==> config.mk <==
export PLATFORM = sky130hd
export DESIGN_NAME = wt_transpose_unit
export DESIGN_NICKNAME = d
export VERILOG_FILES = /design/src/rtl/wt_pkg.sv /design/src/rtl/wt_ctrl.sv /design/src/rtl/wt_datapath.sv /design/src/rtl/wt_transpose_unit.sv
export SDC_FILE = /design/constraint.sdc
export NUM_CORES = 1
export LEC_CHECK = 0
export ABC_AREA = 1
export BUFFER_PORTS_ARGS = -buffer_cell sky130_fd_sc_hd__buf_2
export CORE_UTILIZATION = 30
export DETAILED_ROUTE_END_ITERATION = 16
export SYNTH_ARGS = -nofsm -noshare
export SYNTH_HDL_FRONTEND = slang
export SYNTH_SLANG_ARGS = --single-unit
==> constraint.sdc <==
create_clock -name clk -period 2.7 [get_ports clk]
set_input_delay 0 -clock clk [delete_from_list [all_inputs] [get_ports clk]]
set_output_delay 0 -clock clk [all_outputs]
set_load 0.01 [all_outputs]
==> src/rtl/wt_pkg.sv <==
package wt_pkg;
  // Strobes passed from control to datapath each cycle
  typedef struct packed {
    logic capture;   // legal request: load the result pair
    logic pickHigh;  // choose transposed rows 0/1 rather than 2/3
  } wtStrobes_t;
endpackage

==> src/rtl/wt_ctrl.sv <==
module wt_ctrl
  import wt_pkg::*;
#(
  parameter int LANES     = 4,
  parameter int REG_IDX_W = 3
) (
  input  logic                 clk,
  input  logic                 rst_n,
  input  logic                 reqValid,
  input  logic                 selHigh,
  input  logic [REG_IDX_W-1:0] srcBase,
  input  logic [REG_IDX_W-1:0] dstBase,
  output wtStrobes_t           strobes,
  output logic                 resValid,
  output logic                 illegalOperand,
  output logic [REG_IDX_W-1:0] resDst
);
  localparam int ALIGN_W = $clog2(LANES);

  logic srcAligned;
  logic dstEven;
  logic legalReq;

  always_comb begin
    srcAligned       = (srcBase[ALIGN_W-1:0] == '0);
    dstEven          = ~dstBase[0];
    legalReq         = srcAligned & dstEven;
    strobes.capture  = reqValid & legalReq;
    strobes.pickHigh = selHigh;
  end

  always_ff @(posedge clk) begin
    if (!rst_n) begin
      resValid       <= 1'b0;
      illegalOperand <= 1'b0;
      resDst         <= '0;
    end else begin
      resValid       <= strobes.capture;
      illegalOperand <= reqValid & ~legalReq;
      if (strobes.capture) resDst <= dstBase;
    end
  end
endmodule

==> src/rtl/wt_datapath.sv <==
module wt_datapath
  import wt_pkg::*;
#(
  parameter int WORD_W = 16,
  parameter int LANES  = 4
) (
  input  logic                          clk,
  input  logic                          rst_n,
  input  wtStrobes_t                    strobes,
  input  logic [LANES*LANES*WORD_W-1:0] srcMat,
  output logic [LANES*WORD_W-1:0]       resFirst,
  output logic [LANES*WORD_W-1:0]       resSecond
);
  localparam int ROW_W    = LANES * WORD_W;
  localparam int HALF     = LANES / 2;
  localparam int ROW_IDXW = $clog2(LANES);

  logic [ROW_W-1:0] rowsT [LANES];
  logic [ROW_IDXW-1:0] baseRow;
  logic [ROW_W-1:0] nextFirst;
  logic [ROW_W-1:0] nextSecond;

  // Row r gathers word r of every source, source 0 in the top word
  for (genvar r = 0; r < LANES; r++) begin : g_row
    for (genvar k = 0; k < LANES; k++) begin : g_src
      assign rowsT[r][(LANES-1-k)*WORD_W +: WORD_W] =
        srcMat[k*ROW_W + (LANES-1-r)*WORD_W +: WORD_W];
    end
  end

  always_comb begin
    baseRow    = strobes.pickHigh ? ROW_IDXW'(0) : ROW_IDXW'(HALF);
    nextFirst  = rowsT[baseRow];
    nextSecond = rowsT[baseRow + ROW_IDXW'(1)];
  end

  always_ff @(posedge clk) begin
    if (!rst_n) begin
      resFirst  <= '0;
      resSecond <= '0;
    end else if (strobes.capture) begin
      resFirst  <= nextFirst;
      resSecond <= nextSecond;
    end
  end
endmodule

==> src/rtl/wt_transpose_unit.sv <==
module wt_transpose_unit
  import wt_pkg::*;
#(
  parameter int WORD_W    = 16,
  parameter int LANES     = 4,
  parameter int REG_IDX_W = 3
) (
  input  logic                          clk,
  input  logic                          rst_n,
  input  logic                          reqValid,
  input  logic                          selHigh,
  input  logic [REG_IDX_W-1:0]          srcBase,
  input  logic [REG_IDX_W-1:0]          dstBase,
  input  logic [LANES*LANES*WORD_W-1:0] srcMat,
  output logic                          resValid,
  output logic                          illegalOperand,
  output logic [REG_IDX_W-1:0]          resDst,
  output logic [LANES*WORD_W-1:0]       resFirst,
  output logic [LANES*WORD_W-1:0]       resSecond
);
  wtStrobes_t strobes;

  wt_ctrl #(.LANES(LANES), .REG_IDX_W(REG_IDX_W)) u_ctrl (
    .clk(clk), .rst_n(rst_n), .reqValid(reqValid), .selHigh(selHigh),
    .srcBase(srcBase), .dstBase(dstBase), .strobes(strobes),
    .resValid(resValid), .illegalOperand(illegalOperand), .resDst(resDst)
  );

  wt_datapath #(.WORD_W(WORD_W), .LANES(LANES)) u_dp (
    .clk(clk), .rst_n(rst_n), .strobes(strobes), .srcMat(srcMat),
    .resFirst(resFirst), .resSecond(resSecond)
  );
endmodule

==> flow_metrics.tcl <==
set metrics [dict create \
    yosysTopAreaCellShare 0.3749 \
    drive_above_1_share 0.2376 \
    reg2reg_slack_ns 1.52 \
    die_y_um 155.9 \
    synthMuxAreaShare 0 \
    end_kind "flip-flop" \
    final_cells 2173 \
    slowest_delay_ns 0.55 \
    synth_adder_area_share 0 \
    first_pass_iters 4 \
    utilization 0.5362 \
    cts_root_buf "clkbuf_16" \
    syn_inst 1246 \
    crit_chain "dlygate4sd3_1, buf_2, nor2_1, nand3_4, buf_12, nand2_1, nand2_1, nor2_1, dlygate4sd3_1" \
    path_buf_inv 4 \
    synthXorXnorAreaFrac 0 \
    hold_viol 0 \
    insertion_delay_ns 0.41 \
    p_leak_nw 7.367 \
    yosys.area_share.simple 0.3465 \
    finalClockSkew_ns 0 \
    num_antenna_cells 0 \
    die_w_um 155.9 \
    vias_per_cell 4.105 \
    path_max_fanout 107 \
    crit_required_ns 3.05 \
    arrival_ns 2.45 \
    power_density_mw_per_mm2 432.8 \
    grt_util_all_layers 0.1902 \
    design.core.area_sq_mm 0.02292 \
    grt_max_degree 111 \
    timing.hold.ws_ns 0.001813 \
    crit_slowest_cell "dlygate4sd3_1" \
    grt_pass1_wl_mm 37.37 \
    synth_top_family_by_area "simple AND/OR/NAND/NOR gates" \
    std_cell_rows 55 \
    hold_path.class "in2reg" \
    ctsResizeCount 0 \
    route.vias.total 8920 \
    grt-ovfl-total 0 \
    crit_family "buffers and inverters" \
    ys_seq_elements 133 \
    setup-violations-final 0 \
    ant_nets 0 \
    cts_buffer_depth 2 \
    cts_max_level 4 \
    syn_area_sq_mm 0.007102 \
    fin_nets 2113 \
    synthDistinctLibCells 16 \
    period_share 0.7770 \
    routed_wl_mm 23.87 \
    fp.dieArea_sq_mm 0.02429 \
    place_congestion 0.8420 \
    post-route-min-period_ns 2.098 \
    layout_common_cells "395 x buf_2, 389 x nand2_1, 261 x nor2_1" \
    cts_tree "done" \
    fmax_mhz 476.7 \
    seq_area_frac_synth 0.3749 \
    dp_cells 1898 \
    worstSetupStartpointType "input pin" \
    status "finished, final reports clean" \
    avgRoutedWirePerCell_um 10.98 \
    yosysWarnings 0 \
    hpwl_mm 15.21 \
    fin_area_sq_mm 0.01229 \
    cts_sinks 133 \
    path_class "in2reg" \
    yosys-top-cells-area "dfxtp_1 37%, nand2_1 21%, nor2_1 14%" \
    tightest_slew_ns 0.6894 \
    initial_core_util 0.3099 \
    antenna_found_initial 0 \
    max-vdd-ir-drop_uv 290.6 \
    drcViolationCount 0 \
    layout_commonest_cell "buf_2" \
    synthToLayoutAreaGrowth_pct 73.03 \
    drv_slew 0 \
    finalSetupTns_ns 0 \
    synth_area_per_cell_sq_um 5.700 \
    rsz0062_at_grt "false" \
    max_cap_violations 0 \
    place_ws_ns 1.188 \
    initialDrtViolationCount 372 \
    numPortBuffers 397 \
    path_clk_slew_ns 0.06 \
    io_pins 399 \
    setup_ws_ns 0.6020 \
    design_power_total_mw 5.318 \
    synth_nets 1512 \
    synth-compound-area-share 0.09091 \
    dpl_cell_area_sq_mm 0.009300 \
    synth_top_cell_by_area "dfxtp_1" \
    numCtsBuffers 17 \
    slew_headroom 0.5404 \
    first_global_vias 8177 \
]
==> sequential cells by signal, indices dropped and copies added (netlist names) <==
register	cells
u_ctrl.illegalOperand	1
u_dp.resSecond	64
u_ctrl.resDst	3
u_dp.resFirst	64
u_ctrl.resValid	1
==> final timing paths <==
kind / start / endpoint / cells past startpoint
hold / removal: srcMat[40] / u_dp.resSecond[56] / 5
setup reg to reg: u_dp.resFirst[27] / u_dp.resFirst[27] / 5
hold reg to reg: u_ctrl.resDst[0] / u_ctrl.resDst[0] / 2
setup / recovery: srcBase[1] / u_dp.resFirst[28] / 9
==> synth_stat cells, drive strengths merged <==
cell,n
a21oi,1
buf,40
clkbuf,31
dfxtp,133
inv,260
nand2,389
nand3,2
nor2,261
nor4,1
o21ai,128
==> timing repair <==
action | CTS | global route
hold buffers | 243 | 0
setup buffers | 0 | 0
endpoints found under the hold margin | 125 | 0
setup endpoints to repair | 0 | 0
==> worst reg2reg max path, delay by kind of cell (launching register included) <==
family / cells / cell delay [ns]
buf+inv: 2 / 0.60
flops: 1 / 0.31
simple gates: 3 / 0.15
==> area by class of cell <==
class,count,area [sq um]
Multi-Input combinational cell,782,3114
Fill cell,2240,10630
Clock inverter,14,126.4
Inverter,260,975.9
Timing Repair Buffer,653,4588
Sequential cell,133,2663
Clock buffer,18,429.2
Tap cell,313,391.6
==> layer usage <==
metal	track usage	vias to the layer above	wire length [um]
met2	0.3442	274	11740
li1	-	4767	-
met1	0.2066	3825	9851
met4	0.08777	0	815
met3	0.04861	54	1463
met5	0	-	0
==> power by group <==
group          switching, mW  internal, mW  total [mW]
combinational          0.474         0.595        1.07
sequential            0.0318          2.03        2.07
clock                  0.910          1.27        2.18
==> cell families (layout without fill, tap and decap cells) <==
family          after synthesis  after routing
compound gates              129            129
buf+inv                     331            945
flops                       133            133
simple gates                653            653
No activity file was read; power rests on OpenSTA's default activity.
